`src/rtl/pll_lock_pkg.sv`:
```
package pll_lock_pkg;
   typedef enum logic [1:0] {
      LK_IDLE  = 2'd0,
      LK_COUNT = 2'd1,
      LK_DONE  = 2'd2
   } lock_state_e;

   function automatic logic fields_off(input logic mul_zero, input logic div_zero);
      return mul_zero | div_zero;
   endfunction
endpackage

```
`src/rtl/pll_cfg_store.sv`:
```
module pll_cfg_store #(
   parameter int MUL_W = 11,
   parameter int DIV_W = 8
) (
   input  logic             clk,
   input  logic             rst_n,
   input  logic             we_i,
   input  logic [MUL_W-1:0] mul_i,
   input  logic [DIV_W-1:0] div_i,
   output logic [MUL_W-1:0] mul_q,
   output logic             off_q,
   output logic             wr_change,
   output logic             wr_off
);
   import pll_lock_pkg::*;

   logic [DIV_W-1:0] div_q;

   always_ff @(posedge clk) begin
      if (!rst_n) begin
         mul_q <= '0;
         div_q <= '0;
         off_q <= 1'b1;
      end else if (we_i) begin
         mul_q <= mul_i;
         div_q <= div_i;
         off_q <= fields_off(mul_i == '0, div_i == '0);
      end
   end

   always_comb begin
      wr_change = we_i && ((mul_i != mul_q) || (div_i != div_q));
      wr_off    = we_i && fields_off(mul_i == '0, div_i == '0);
   end
endmodule

```
`src/rtl/pll_lock_timer.sv`:
```
module pll_lock_timer #(
   parameter int CNT_W = 6
) (
   input  logic             clk,
   input  logic             rst_n,
   input  logic             tick_i,
   input  logic             kill_i,
   input  logic             load_i,
   input  logic [CNT_W-1:0] cnt_i,
   output logic             locked_o
);
   import pll_lock_pkg::*;

   lock_state_e      state_q;
   logic [CNT_W-1:0] left_q;

   always_ff @(posedge clk) begin
      if (!rst_n) begin
         state_q <= LK_IDLE;
         left_q  <= '0;
      end else if (kill_i) begin
         state_q <= LK_IDLE;
      end else if (load_i) begin
         state_q <= LK_COUNT;
         left_q  <= cnt_i;
      end else if (state_q == LK_COUNT && tick_i) begin
         if (left_q == '0) state_q <= LK_DONE;
         else              left_q  <= left_q - 1'b1;
      end
   end

   assign locked_o = (state_q == LK_DONE);

   AST_LOCK_ON_TICK: assert property (@(posedge clk) disable iff (!rst_n)
      $rose(locked_o) |-> $past(tick_i));
endmodule

```
`src/rtl/pll_irq_gate.sv`:
```
module pll_irq_gate #(
   parameter bit PULSE = 1'b0
) (
   input  logic clk,
   input  logic rst_n,
   input  logic locked_i,
   input  logic en_i,
   output logic irq_o
);
   generate
      if (PULSE) begin : g_pulse
         logic locked_d;
         always_ff @(posedge clk) begin
            if (!rst_n) locked_d <= 1'b0;
            else        locked_d <= locked_i;
         end
         assign irq_o = locked_i & ~locked_d & en_i;
      end else begin : g_level
         assign irq_o = locked_i & en_i;
      end
   endgenerate

   AST_IRQ_MASKED: assert property (@(posedge clk) disable iff (!rst_n)
      !en_i |-> !irq_o);
endmodule

```
`src/rtl/pll_lock_tracker.sv`:
```
module pll_lock_tracker #(
   parameter int MUL_W     = 11,
   parameter int DIV_W     = 8,
   parameter int CNT_W     = 6,
   parameter bit IRQ_PULSE = 1'b0
) (
   input  logic             clk,
   input  logic             rst_n,
   input  logic             slow_tick,
   input  logic             cfg_we,
   input  logic [MUL_W-1:0] cfg_mul,
   input  logic [DIV_W-1:0] cfg_div,
   input  logic [CNT_W-1:0] cfg_cnt,
   input  logic             irq_en,
   output logic             locked,
   output logic             pll_off,
   output logic             pll_en,
   output logic [MUL_W:0]   mult_factor,
   output logic             irq
);
   localparam int FAC_W = MUL_W + 1;

   generate
      if (MUL_W < 1 || MUL_W > 16) begin : g_bad_mul
         $error("pll_lock_tracker: MUL_W out of range");
      end
      if (DIV_W < 1 || DIV_W > 16) begin : g_bad_div
         $error("pll_lock_tracker: DIV_W out of range");
      end
      if (CNT_W < 1 || CNT_W > 24) begin : g_bad_cnt
         $error("pll_lock_tracker: CNT_W out of range");
      end
   endgenerate

   logic [MUL_W-1:0] mul_q;
   logic             off_q;
   logic             wr_change;
   logic             wr_off;
   logic             t_kill;
   logic             t_load;

   pll_cfg_store #(.MUL_W(MUL_W), .DIV_W(DIV_W)) u_store (
      .clk       (clk),
      .rst_n     (rst_n),
      .we_i      (cfg_we),
      .mul_i     (cfg_mul),
      .div_i     (cfg_div),
      .mul_q     (mul_q),
      .off_q     (off_q),
      .wr_change (wr_change),
      .wr_off    (wr_off)
   );

   assign t_kill = wr_off;
   assign t_load = wr_change & ~wr_off;

   pll_lock_timer #(.CNT_W(CNT_W)) u_timer (
      .clk      (clk),
      .rst_n    (rst_n),
      .tick_i   (slow_tick),
      .kill_i   (t_kill),
      .load_i   (t_load),
      .cnt_i    (cfg_cnt),
      .locked_o (locked)
   );

   pll_irq_gate #(.PULSE(IRQ_PULSE)) u_irq (
      .clk      (clk),
      .rst_n    (rst_n),
      .locked_i (locked),
      .en_i     (irq_en),
      .irq_o    (irq)
   );

   assign pll_off     = off_q;
   assign pll_en      = ~off_q;
   assign mult_factor = off_q ? '0 : ({1'b0, mul_q} + FAC_W'(1));

   AST_OFF_UNLOCKED: assert property (@(posedge clk) disable iff (!rst_n)
      pll_off |-> !locked);
   AST_CHANGE_DROPS: assert property (@(posedge clk) disable iff (!rst_n)
      wr_change |=> !locked);
   AST_SAME_KEEPS: assert property (@(posedge clk) disable iff (!rst_n)
      (cfg_we && !wr_change && !slow_tick) |=> $stable(locked));
   AST_FACTOR_NONZERO: assert property (@(posedge clk) disable iff (!rst_n)
      pll_en |-> (mult_factor != '0));
endmodule

```
`config.mk`:
```
export PLATFORM = sky130hd
export DESIGN_NAME = pll_lock_tracker
export DESIGN_NICKNAME = d
export VERILOG_FILES = /design/src/rtl/pll_lock_pkg.sv /design/src/rtl/pll_cfg_store.sv /design/src/rtl/pll_lock_timer.sv /design/src/rtl/pll_irq_gate.sv /design/src/rtl/pll_lock_tracker.sv
export SDC_FILE = /design/constraint.sdc
export NUM_CORES = 1
export LEC_CHECK = 0
export BUFFER_PORTS_ARGS = -buffer_cell sky130_fd_sc_hd__buf_2
export CAP_MARGIN = 20
export CELL_PAD_IN_SITES_DETAIL_PLACEMENT = 1
export CELL_PAD_IN_SITES_GLOBAL_PLACEMENT = 2
export CORE_UTILIZATION = 30
export CTS_CLUSTER_SIZE = 10
export DETAILED_ROUTE_END_ITERATION = 8
export GPL_ROUTABILITY_DRIVEN = 0
export PLACE_DENSITY_LB_ADDON = 0.1
export SYNTH_ARGS = -nofsm -noshare
export SYNTH_HDL_FRONTEND = slang
export SYNTH_SLANG_ARGS = --single-unit
```
`constraint.sdc`:
```
create_clock -name clk -period 2 [get_ports clk]
set_input_delay 0.2 -clock clk [delete_from_list [all_inputs] [get_ports clk]]
set_output_delay 0.2 -clock clk [all_outputs]
set_load 0.1 [all_outputs]
```
==> impl_metrics.yaml <==
status:
  outcome: "finished, final reports clean"
min_path:
  hold_path_end: "u_timer.left_q[0]$_SDFFE_PN0P_"
  min_path_cells: 3
  hold_path.startpoint: "cfg_cnt[0]"
  min_path_type: "primary input to flop"
floorplan:
  start_util_pct: 31.6
  core_area_um2: 5570
  ios: 46
  chipHeight_um: 78.7
  dieWidth_um: 78.7
  rows: 27
  die_area_um2: 6190
pwr:
  power_density_nw_per_um2: 625
  power_frac_seq_pct: 42.5
  power_switching_w: 0.000472
  p_int_w: 0.00105
  fin_total_pwr_w: 0.00152
  ir_drop_uv: 324
  cellLeakagePower_nw: 0.974
  switching_share_pct: 31.0
  p_comb_share_pct: 27.7
  p_clk_share_pct: 29.8
worst_setup_path:
  cp.required_ns: 1.80
  regToRegSetupSlack_ns: 0.13
  critical_path_class: "flop to primary output"
  cp-start-kind: "flop"
  r2r_cells: 8
  worst_r2r_endpoint: "u_timer.left_q[5]$_SDFFE_PN0P_"
  crit_fanout: 5
  rr_startpoint: "u_timer.left_q[1]$_SDFFE_PN0P_"
  cp.arrival_ns: 1.73
  cp-end-kind: "primary output"
grt:
  grt_max_degree: 29
  grt_pass1_wl_mm: 7.56
  grtUsageTotal_pct: 15.7
  grt_pass1_vias: 1571
  grt_overflow: 0
  antenna_found_initial: 0
layout:
  regArea_um2: 576
  multi_input_area_um2: 1270
  antenna_cells: 0
  drive_gt1_share_pct: 40.7
  nets: 291
  layoutNonFillerInstCount: 330
  final_common_cell: "buf_2"
  syn_to_final_growth_pct: 38.3
  mostFrequentLayoutCells: "buf_2 (39), xnor2_1 (23), mux2i_1 (22)"
  fillCellCount: 675
clock_network:
  cts.sinks: 28
  path_clk_slew_ns: 0.10
  cts-buffers-inserted: 3
  cts_tree: "yes"
  htreeDepth: 1
  root_buffer: "clkbuf_8"
  cts_max_path_buffers: 2
  clk_latency_ns: 0.28
  cts_hold_buf: 0
synthesis:
  synth-seq-cells: 28
  yosys_warnings: 0
  synth_edf_count: 0
  postSynthAreaPerCell_um2: 8.61
  synthFlopType: "dfxtp_1"
  synth_nets: 237
  syn-cell-area_um2: 1760
  synth_cell_type_count: 42
  seq_area_frac_synth_pct: 31.8
  synthArstFlopShare_pct: 0
  syn_inst: 205
sta:
  fin_crit_ns: 1.93
  min_period_over_period_pct: 96.3
  fin_worst_skew_ns: 0.00326
  slew-limit-headroom_pct: 67.9
  clock.fmax_mhz: 519
  hold_viol_final: 0
  maxSlewViolCount: 0
  setup_violations: 0
  worst-slew-pin-transition_ns: 0.481
routing:
  drt-initial-drc-count: 41
  wl_per_cell_um: 14.0
  drt_pre_antenna_iters: 2
  wirelength_mm: 4.64
  drc: 0
  viasPerCell: 4.83
  ant_nets: 0
  num_vias: 1594
placement:
  place_inst: 324
  portBuffers: 45
  hpwl_mm: 3.57
flow_run:
  maxCapViolCount: 0
==> per-stage QoR <==
stage	area [um2]	utilization [%]	setup TNS, ns	worst slack (ns)	hold WS [ns]
4_1_cts	2350	42.2	0	0.00208	0.158
3_5_place_dp	2260	40.6	0	0.0352	0.461
5_1_grt	2440	43.8	-0.000148	-0.000148	0.162
6_report	2440	43.8	0	0.0735	0.165
3_3_place_gp	2260	40.6	0	0.0729	0.462
2_1_floorplan	1820	-	-0.303	-0.211	0.335
==> metal layers <==
metal  part of all wire [%]  global-route usage [%]  routed length [um]
met3                    3.7                    3.60                 173
met1                     47                    19.3                2160
met5                      0                       0                   0
met2                     49                    28.3                2290
met4                   0.35                    1.67                  16
==> worst max path at each step <==
stage,start,cells after the start,endpoint
detailed placement,u_timer.left_q[1]$_SDFFE_PN0P_,8,u_timer.left_q[5]$_SDFFE_PN0P_
floorplan,u_store.mul_q[2]$_SDFFE_PN0P_,4,mult_factor[9]
global placement,u_timer.left_q[1]$_SDFFE_PN0P_,8,u_timer.left_q[3]$_SDFFE_PN0P_
global route,u_timer.left_q[1]$_SDFFE_PN0P_,8,u_timer.left_q[1]$_SDFFE_PN0P_
finish,u_store.mul_q[0]$_SDFFE_PN0P_,5,mult_factor[9]
CTS,u_store.mul_q[3]$_SDFFE_PN0P_,8,mult_factor[10]
==> state kept, by name, indices dropped and copies added (netlist names) <==
signal / cells
u_store.mul_q: 11
u_timer.left_q: 6
u_store.div_q: 8
u_timer.state_q: 2
u_store.off_q: 1
==> synthesized netlist by cell type, types with 2 or more instances <==
library cell	number	area share, %
nand2_1	17	3.6
o22ai_1	4	1.4
xnor2_1	24	12
nor2b_1	22	7.8
clkbuf_1	5	1.1
nor2_1	13	2.8
and3_1	3	1.1
nor4_1	5	1.8
inv_1	4	0.85
nand4_1	5	1.8
ha_1	2	1.4
buf_2	2	0.57
nand2b_1	2	0.71
xor2_1	4	2.0
buf_6	2	1.3
nand3_1	8	2.3
o21ai_0	4	1.1
a21oi_1	2	0.57
o21a_1	4	1.7
mux2i_1	22	12
dfxtp_1	28	32
nor3_1	3	0.85
==> cell type report <==
cell class / instances / share of cell area [%]
inverter: 4 / 0.615
sequential: 28 / 23.6
multi-input combinational: 163 / 51.9
clock inverter: 1 / 1.23
clock buffer: 3 / 1.69
timing repair buffer: 59 / 17.2
tap: 72 / 3.69
==> repair_timing <==
item / 4_1_cts / 5_1_grt
setup buffers: 0 / 3
pin swaps: 1 / 7
endpoints found under the setup margin: 5 / 9
gates resized for setup: 4 / 22
==> power by group through the flow <==
stage                     clock (W)  sequential, W  combinational, W
after floorplan                   0       0.000653          0.000287
after global placement            0       0.000658          0.000403
after detailed placement          0       0.000657          0.000405
after CTS                  0.000471       0.000645          0.000411
after global routing       0.000498       0.000654          0.000460
final                      0.000454       0.000647          0.000423
==> kinds of logic after synthesis <==
kind of cell | share of synthesized area (%)
AOI/OAI and AO/OA | 8.16
xor gates and xnor gates | 13.9
adders and majority gates | 1.42
buffers and inverters | 3.97
DFF | 31.8
muxes | 13.1
and+or+nand+nor | 27.7
==> worst max-delay path, stage by stage, from the launching register on <==
cell and delay [ns]:
dfxtp_4 0.39, and3_4 0.21, nand3_2 0.09, or3_4 0.38, a21oi_4 0.17, buf_12 0.19
Power figures use the tool's default switching activity.
